--- config.mk ---
export PLATFORM = sky130hd
export DESIGN_NAME = mdio_mgmt_master
export DESIGN_NICKNAME = d
export VERILOG_FILES = /design/src/rtl/mdio_mgmt_pkg.sv /design/src/rtl/mdio_mdc_gen.sv /design/src/rtl/mdio_frame_seq.sv /design/src/rtl/mdio_mgmt_master.sv
export SDC_FILE = /design/constraint.sdc
export NUM_CORES = 1
export LEC_CHECK = 0
export BUFFER_PORTS_ARGS = -buffer_cell sky130_fd_sc_hd__buf_2
export CELL_PAD_IN_SITES_DETAIL_PLACEMENT = 2
export CELL_PAD_IN_SITES_GLOBAL_PLACEMENT = 2
export CORE_UTILIZATION = 32
export DETAILED_ROUTE_END_ITERATION = 16
export GPL_TIMING_DRIVEN = 1
export PLACE_DENSITY_LB_ADDON = 0.3
export SLEW_MARGIN = 20
export SYNTH_ARGS = -nofsm -noshare
export SYNTH_HDL_FRONTEND = slang
export SYNTH_SLANG_ARGS = --single-unit
--- constraint.sdc ---
create_clock -name clk -period 2 [get_ports clk]
set_clock_uncertainty 0.05 [all_clocks]
set_input_delay 0.1 -clock clk [delete_from_list [all_inputs] [get_ports clk]]
set_output_delay 0.1 -clock clk [all_outputs]
set_load 0.01 [all_outputs]
--- src/rtl/mdio_mgmt_pkg.sv ---
package mdio_mgmt_pkg;
   // command word layout (software decodes these positions)
   localparam int CMD_REG_LSB   = 0;
   localparam int CMD_PHY_LSB   = 8;
   localparam int CMD_WR_BIT    = 16;
   localparam int CMD_GO_BIT    = 17;
   localparam int CMD_NOPRE_BIT = 18;
   localparam int CMD_DIV_LSB   = 20;
   localparam int CMD_W         = 32;

   // clause-22 frame codes
   localparam logic [1:0] SOF_CODE   = 2'b01;
   localparam logic [1:0] OP_WRITE   = 2'b01;
   localparam logic [1:0] OP_READ    = 2'b10;
   localparam logic [1:0] TA_DRIVEN  = 2'b10;
endpackage

--- src/rtl/mdio_mdc_gen.sv ---
module mdio_mdc_gen #(
   parameter int DIV_W = 4
) (
   input  logic             clk,
   input  logic             rst_n,
   input  logic             run_i,
   input  logic [DIV_W-1:0] div_i,
   output logic             mdc_o,
   output logic             rise_o,
   output logic             fall_o
);
   logic [DIV_W-1:0] cnt_q;
   logic             mdc_q;
   logic             wrap;

   assign wrap   = run_i && (cnt_q == div_i);
   assign rise_o = wrap && !mdc_q;
   assign fall_o = wrap &&  mdc_q;
   assign mdc_o  = mdc_q;

   always_ff @(posedge clk or negedge rst_n) begin
      if (!rst_n) begin
         cnt_q <= '0;
         mdc_q <= 1'b0;
      end else if (!run_i) begin
         cnt_q <= '0;
         mdc_q <= 1'b0;
      end else if (wrap) begin
         cnt_q <= '0;
         mdc_q <= ~mdc_q;
      end else begin
         cnt_q <= cnt_q + 1'b1;
      end
   end

   // between divider wraps the clock level holds
   assert_half_period_R3: assert property (@(posedge clk) disable iff (!rst_n)
      (run_i && !wrap) |=> $stable(mdc_o));
endmodule

--- src/rtl/mdio_frame_seq.sv ---
module mdio_frame_seq #(
   parameter int DATA_W  = 16,
   parameter int ADDR_W  = 5,
   parameter int PRE_LEN = 32
) (
   input  logic              clk,
   input  logic              rst_n,
   input  logic              start_i,
   input  logic              wr_i,
   input  logic              nopre_i,
   input  logic [ADDR_W-1:0] phy_i,
   input  logic [ADDR_W-1:0] reg_i,
   input  logic [DATA_W-1:0] wdata_i,
   input  logic              rise_i,
   input  logic              fall_i,
   input  logic              mdio_i,
   output logic              active_o,
   output logic              mdio_o,
   output logic              mdio_oe_o,
   output logic              done_rd_o,
   output logic [DATA_W-1:0] rdata_o
);
   import mdio_mgmt_pkg::*;

   localparam int BODY_W  = 6 + 2*ADDR_W + DATA_W;
   localparam int FRAME_W = PRE_LEN + BODY_W;
   localparam int CNT_W   = $clog2(FRAME_W + 1);
   localparam logic [CNT_W-1:0] LEN_FULL = CNT_W'(FRAME_W);
   localparam logic [CNT_W-1:0] LEN_BODY = CNT_W'(BODY_W);
   localparam logic [CNT_W-1:0] TAIL_RX  = CNT_W'(DATA_W + 2);
   localparam logic [CNT_W-1:0] DATA_RX  = CNT_W'(DATA_W);
   localparam logic [CNT_W-1:0] ONE      = CNT_W'(1);

   logic [BODY_W-1:0]  body;
   logic [FRAME_W-1:0] frame_full;
   logic [FRAME_W-1:0] shreg_q;
   logic [CNT_W-1:0]   left_q;
   logic [DATA_W-1:0]  cap_q;
   logic               active_q;
   logic               rd_q;
   logic               last_bit;

   assign body = {SOF_CODE, (wr_i ? OP_WRITE : OP_READ), phy_i, reg_i, TA_DRIVEN, wdata_i};

   generate
      if (PRE_LEN > 0) begin : g_with_pre
         assign frame_full = {{PRE_LEN{1'b1}}, body};
      end else begin : g_no_pre
         assign frame_full = body;
      end
   endgenerate

   assign last_bit  = (left_q == ONE);
   assign active_o  = active_q;
   assign mdio_o    = shreg_q[FRAME_W-1];
   assign mdio_oe_o = active_q && !(rd_q && (left_q <= TAIL_RX));
   assign done_rd_o = active_q && fall_i && last_bit && rd_q;
   assign rdata_o   = cap_q;

   always_ff @(posedge clk or negedge rst_n) begin
      if (!rst_n) begin
         shreg_q  <= '0;
         left_q   <= '0;
         cap_q    <= '0;
         active_q <= 1'b0;
         rd_q     <= 1'b0;
      end else if (start_i && !active_q) begin
         shreg_q  <= nopre_i ? (frame_full << PRE_LEN) : frame_full;
         left_q   <= nopre_i ? LEN_BODY : LEN_FULL;
         cap_q    <= '0;
         active_q <= 1'b1;
         rd_q     <= !wr_i;
      end else if (active_q) begin
         if (rise_i && rd_q && (left_q <= DATA_RX))
            cap_q <= {cap_q[DATA_W-2:0], mdio_i};
         if (fall_i) begin
            if (last_bit) begin
               active_q <= 1'b0;
            end else begin
               shreg_q <= shreg_q << 1;
               left_q  <= left_q - ONE;
            end
         end
      end
   end

   // the driven bit only moves on a falling clock tick
   assert_shift_on_fall_R4: assert property (@(posedge clk) disable iff (!rst_n)
      (active_q && !fall_i) |=> $stable(mdio_o));
endmodule

--- src/rtl/mdio_mgmt_master.sv ---
module mdio_mgmt_master #(
   parameter int DATA_W  = 16,
   parameter int ADDR_W  = 5,
   parameter int DIV_W   = 4,
   parameter int PRE_LEN = 32
) (
   input  logic              clk,
   input  logic              rst_n,
   input  logic              cmd_wr,
   input  logic [31:0]       cmd_wdata,
   input  logic              data_wr,
   input  logic [DATA_W-1:0] data_wdata,
   output logic [31:0]       cmd_rdata,
   output logic [DATA_W-1:0] data_rdata,
   output logic              mdc,
   output logic              mdio_o,
   output logic              mdio_oe,
   input  logic              mdio_i
);
   import mdio_mgmt_pkg::*;

   initial begin
      chk_addr_w:  assert (ADDR_W == 5 && ADDR_W <= CMD_WR_BIT - CMD_PHY_LSB);
      chk_div_w:   assert (CMD_DIV_LSB + DIV_W <= CMD_W);
      chk_data_w:  assert (DATA_W >= 2);
      chk_pre_len: assert (PRE_LEN <= 32);
   end

   logic [ADDR_W-1:0] phy_q, reg_q;
   logic [DIV_W-1:0]  div_q;
   logic              wr_q, nopre_q;
   logic [DATA_W-1:0] data_q;
   logic              busy, accept, go;
   logic              rise_tick, fall_tick, done_rd;
   logic [DATA_W-1:0] cap_data;

   assign accept = cmd_wr && !busy;
   assign go     = accept && cmd_wdata[CMD_GO_BIT];

   always_ff @(posedge clk or negedge rst_n) begin
      if (!rst_n) begin
         phy_q   <= '0;
         reg_q   <= '0;
         div_q   <= '0;
         wr_q    <= 1'b0;
         nopre_q <= 1'b0;
      end else if (accept) begin
         phy_q   <= cmd_wdata[CMD_PHY_LSB +: ADDR_W];
         reg_q   <= cmd_wdata[CMD_REG_LSB +: ADDR_W];
         div_q   <= cmd_wdata[CMD_DIV_LSB +: DIV_W];
         wr_q    <= cmd_wdata[CMD_WR_BIT];
         nopre_q <= cmd_wdata[CMD_NOPRE_BIT];
      end
   end

   always_ff @(posedge clk or negedge rst_n) begin
      if (!rst_n)       data_q <= '0;
      else if (done_rd) data_q <= cap_data;
      else if (data_wr) data_q <= data_wdata;
   end

   mdio_mdc_gen #(.DIV_W(DIV_W)) u_mdc (
      .clk    (clk),
      .rst_n  (rst_n),
      .run_i  (busy),
      .div_i  (div_q),
      .mdc_o  (mdc),
      .rise_o (rise_tick),
      .fall_o (fall_tick)
   );

   mdio_frame_seq #(.DATA_W(DATA_W), .ADDR_W(ADDR_W), .PRE_LEN(PRE_LEN)) u_seq (
      .clk       (clk),
      .rst_n     (rst_n),
      .start_i   (go),
      .wr_i      (cmd_wdata[CMD_WR_BIT]),
      .nopre_i   (cmd_wdata[CMD_NOPRE_BIT]),
      .phy_i     (cmd_wdata[CMD_PHY_LSB +: ADDR_W]),
      .reg_i     (cmd_wdata[CMD_REG_LSB +: ADDR_W]),
      .wdata_i   (data_q),
      .rise_i    (rise_tick),
      .fall_i    (fall_tick),
      .mdio_i    (mdio_i),
      .active_o  (busy),
      .mdio_o    (mdio_o),
      .mdio_oe_o (mdio_oe),
      .done_rd_o (done_rd),
      .rdata_o   (cap_data)
   );

   always_comb begin
      cmd_rdata = '0;
      cmd_rdata[CMD_REG_LSB +: ADDR_W] = reg_q;
      cmd_rdata[CMD_PHY_LSB +: ADDR_W] = phy_q;
      cmd_rdata[CMD_DIV_LSB +: DIV_W]  = div_q;
      cmd_rdata[CMD_WR_BIT]            = wr_q;
      cmd_rdata[CMD_NOPRE_BIT]         = nopre_q;
      cmd_rdata[CMD_GO_BIT]            = busy;
   end
   assign data_rdata = data_q;

   // an accepted start raises busy on the next cycle
   assert_start_R2: assert property (@(posedge clk) disable iff (!rst_n)
      (cmd_wr && cmd_wdata[CMD_GO_BIT] && !busy) |=> busy);
   // idle means the line is released and the clock is parked low
   assert_idle_quiet_R8: assert property (@(posedge clk) disable iff (!rst_n)
      !busy |-> (!mdio_oe && !mdc));
   // a frame only ends on a falling clock tick
   assert_end_on_fall_R8: assert property (@(posedge clk) disable iff (!rst_n)
      $fell(busy) |-> $past(fall_tick));
   // stored command fields hold for the whole frame
   assert_cmd_hold_R9: assert property (@(posedge clk) disable iff (!rst_n)
      (busy && $past(busy)) |-> $stable({phy_q, reg_q, div_q, wr_q, nopre_q}));
endmodule

==> flow_summary.toml <==
[worst_setup_path]
slowest_stage = "dfrtp_1"
arrival_ns = 2.29
crit_chain = "inv_2 -> ha_2 -> nor3b_4 -> a21o_1 -> nor2_4 -> buf_12 -> a221o_1"
r2r_cells = 7
timing.critical_path.buf_inv = 2
ff2ff_setup_slack_ns = -0.03
start_kind = "flip-flop"
endpoint_kind = "flip-flop"
rr_startpoint = "u_seq.left_q[1]"
cpPeakStageDelay_ns = 0.39
crit_family = "compound AO/OA/AOI/OAI gates"
criticalPathCategory = "flip-flop to flip-flop"
r2r_end = "u_seq.shreg_q[58]"
required_ns = 2.26
path_max_fanout = 19

[placement]
dp.cells = 896
dp_hpwl_mm = 11.67
gp_congestion = 0.8000
placed_cell_area_mm2 = 0.006925
io_buffers = 73

[detailed_routing]
via_per_inst = 5.237
first_pass_iters = 4
drc = 0
first_iter_violations = 184
vias = 5069
drt_wl_total_mm = 20.06
wl_per_cell_um = 20.72
ant_nets = 0

[synthesis]
synth_top_cells_by_count = "dfrtp_1 (126), nand2_1 (64), o21ai_0 (37)"
synth_area_leaders = "dfrtp_1 (50%), mux2_2 (5.0%), buf_4 (4.1%)"
synth_top_area_cell = "dfrtp_1"
ys.flop_type = "dfrtp_1"
ys_async_sr_fraction = 1.000
synth-seq-cells = 126
synthCells = 605
synth_top_area_frac = 0.5027
yosysWarnings = 0
syn_area_mm2 = 0.006272
avgSynthCellArea_um2 = 10.37
synthMostInstantiatedCell = "dfrtp_1"
yosysSeqAreaShare = 0.5027
ys_types = 48
synth_edf_count = 0

[grt]
grt_overflow_total = 0
grt_use_total = 0.2097
grt_pass1_wl_mm = 32.17
grt_max_degree = 60
grt_pass1_vias = 5784
antenna_found_initial = 0

[clock_network]
cts.reportedPaths.clkPinSlew_ns = 0.06
clk_latency_ns = 0.44
ctsLongestPathBuffers = 2
numCtsBuffers = 17
cts-htree-levels = 4
cts_tree = "built"
cts_sinks = 126
cts_root_buf = "clkbuf_16"

[sta]
worst_slew_pin_slew_ns = 0.5757
hold_viol = 0
relSlewSlack = 0.6141
holdWs_ns = 0.01815
min_period_over_period = 1.015
tns_ns = -0.2448
grt_setup_unrepaired = "yes"
worst_slack_ns = -0.03011
finalSetupViolCount = 22
min_period_ns = 2.030
fmax_ghz = 0.4926
slew_violations = 0

[floorplanning]
die_w_um = 142
io_pins = 104
core_area_mm2 = 0.01896
start_util = 0.3309
row_count = 50
dieHeight_um = 142
die-area_mm2 = 0.02016

[final_layout]
drive_gt1_frac = 0.2867
final_design_area_no_fill_mm2 = 0.008094
diodes = 0
fin_cells = 968
nets = 751
layout-area-overhead-vs-synth_pct = 29.04

[min_path]
worstHoldStart = "data_wdata[6]"
hold_depth = 3
hold_end = "data_rdata[6]"
hp-class = "input port to flip-flop"

[outcome]
status = "finished, violations left"
violations = "negative setup slack"

[power]
power_leakage_nw = 3.565
ir_worst_vdd_uv = 647.2
total_power_mw = 11.32
power_density_mw_per_mm2 = 1398

[flow_run]
drv_cap = 0
## registers in the layout, summed over array words and instances (netlist names)
name,count
u_seq.rdata_o,16
u_seq.left_q,7
div_q,4
u_seq.active_o,1
nopre_q,1
u_seq.shreg_q,64
wr_q,1
reg_q,5
phy_q,5
u_mdc.mdc_o,1
u_mdc.cnt_q,4
u_seq.rd_q,1
data_rdata,16
## layer usage
| metal | part of all wire | GRT usage | vias up |
|---|---|---|---|
| met5 | 0 | 0 | - |
| met4 | 0.015 | 0.07131 | 0 |
| met3 | 0.028 | 0.04071 | 24 |
| met2 | 0.51 | 0.3630 | 98 |
| met1 | 0.45 | 0.2604 | 2640 |
| li1 | - | - | 2307 |
## cell type report
type | count | area (µm²)
well taps | 260 | 325.3
multi-input cells | 396 | 2746
inverters | 15 | 56.30
repair buffers | 139 | 1127
fillers | 1965 | 10860
clock buffers | 19 | 452.9
clock inverters | 13 | 232.7
flip-flops and latches | 126 | 3153
## tightest hold or removal path, stage by stage
cell	delay, ns
buf_2	0.08
mux2_2	0.15
mux2_4	0.13
## worst max path at each step
stage                     from                 to  slack, ns  cells past startpoint
6_report       u_seq.left_q[1]  u_seq.shreg_q[58]      -0.03                      7
5_1_grt        u_seq.left_q[1]    u_seq.left_q[6]      -0.12                      6
4_1_cts        u_seq.left_q[0]   u_seq.rdata_o[3]       0.02                      7
3_5_place_dp   u_seq.left_q[1]    u_seq.left_q[6]      -0.12                      6
3_3_place_gp   u_seq.left_q[1]    u_seq.left_q[6]     -0.009                      6
2_1_floorplan  u_seq.left_q[0]  u_seq.rdata_o[10]       0.07                      7
## cell families (layout without fill, tap and decap cells)
kind of cell | count (synthesis) | after routing | synth area share
AO/OA/AOI/OAI | 141 | 141 | 0.1424
XOR/XNOR | 7 | 7 | 0.009775
adder cells (fa/ha/maj) | 3 | 3 | 0.005985
buffers and inverters | 97 | 186 | 0.08298
flip-flops | 126 | 126 | 0.5027
multiplexers | 57 | 57 | 0.1045
other | 1 | 15 | 0.0005979
AND/OR/NAND/NOR | 173 | 173 | 0.1510
## cell usage in the layout (no fill, tap or decap), types with 5 or more instances in the layout
cell | netlist | routed
mux2i_1 | 19 | 19
nor3b_1 | 17 | 17
bufinv_16 | 0 | 6
nand2_1 | 64 | 64
a31oi_1 | 21 | 16
a21oi_1 | 34 | 33
buf_12 | 0 | 13
dlygate4sd3_1 | 0 | 32
nand3b_1 | 16 | 16
nor2_1 | 9 | 9
xnor2_1 | 6 | 6
or3_1 | 11 | 11
mux2_2 | 28 | 28
mux2_4 | 10 | 10
buf_2 | 11 | 72
o211ai_1 | 27 | 27
dfrtp_1 | 126 | 126
a221o_1 | 11 | 11
clkbuf_16 | 0 | 18
nand3_1 | 35 | 34
inv_1 | 15 | 13
o21ai_0 | 37 | 37
conb_1 | 1 | 15
buf_4 | 34 | 20
a31oi_2 | 0 | 5
## stage by stage
| stage | worst slack (ns) | utilization |
|---|---|---|
| finish | -0.03011 | 0.4270 |
| global route | -0.1226 | 0.4270 |
| floorplan | 0.07148 | - |
| global placement | -0.008541 | 0.3653 |
| CTS | 0.02409 | 0.4210 |
| detailed placement | -0.1163 | 0.3653 |
## repair_timing
action,4_1_cts,5_1_grt
pin swaps,2,5
endpoints found under the setup margin,57,66
hold buffers,32,0
gates resized for setup,8,11
buffers inserted,3,4
gates cloned,0,1
endpoints found under the hold margin,74,0
## power by group
part           switching [mW]  internal [mW]
clock network            1.26           2.41
registers               0.672           3.47
logic                    1.99           1.51
Power figures use the tool's default switching activity.
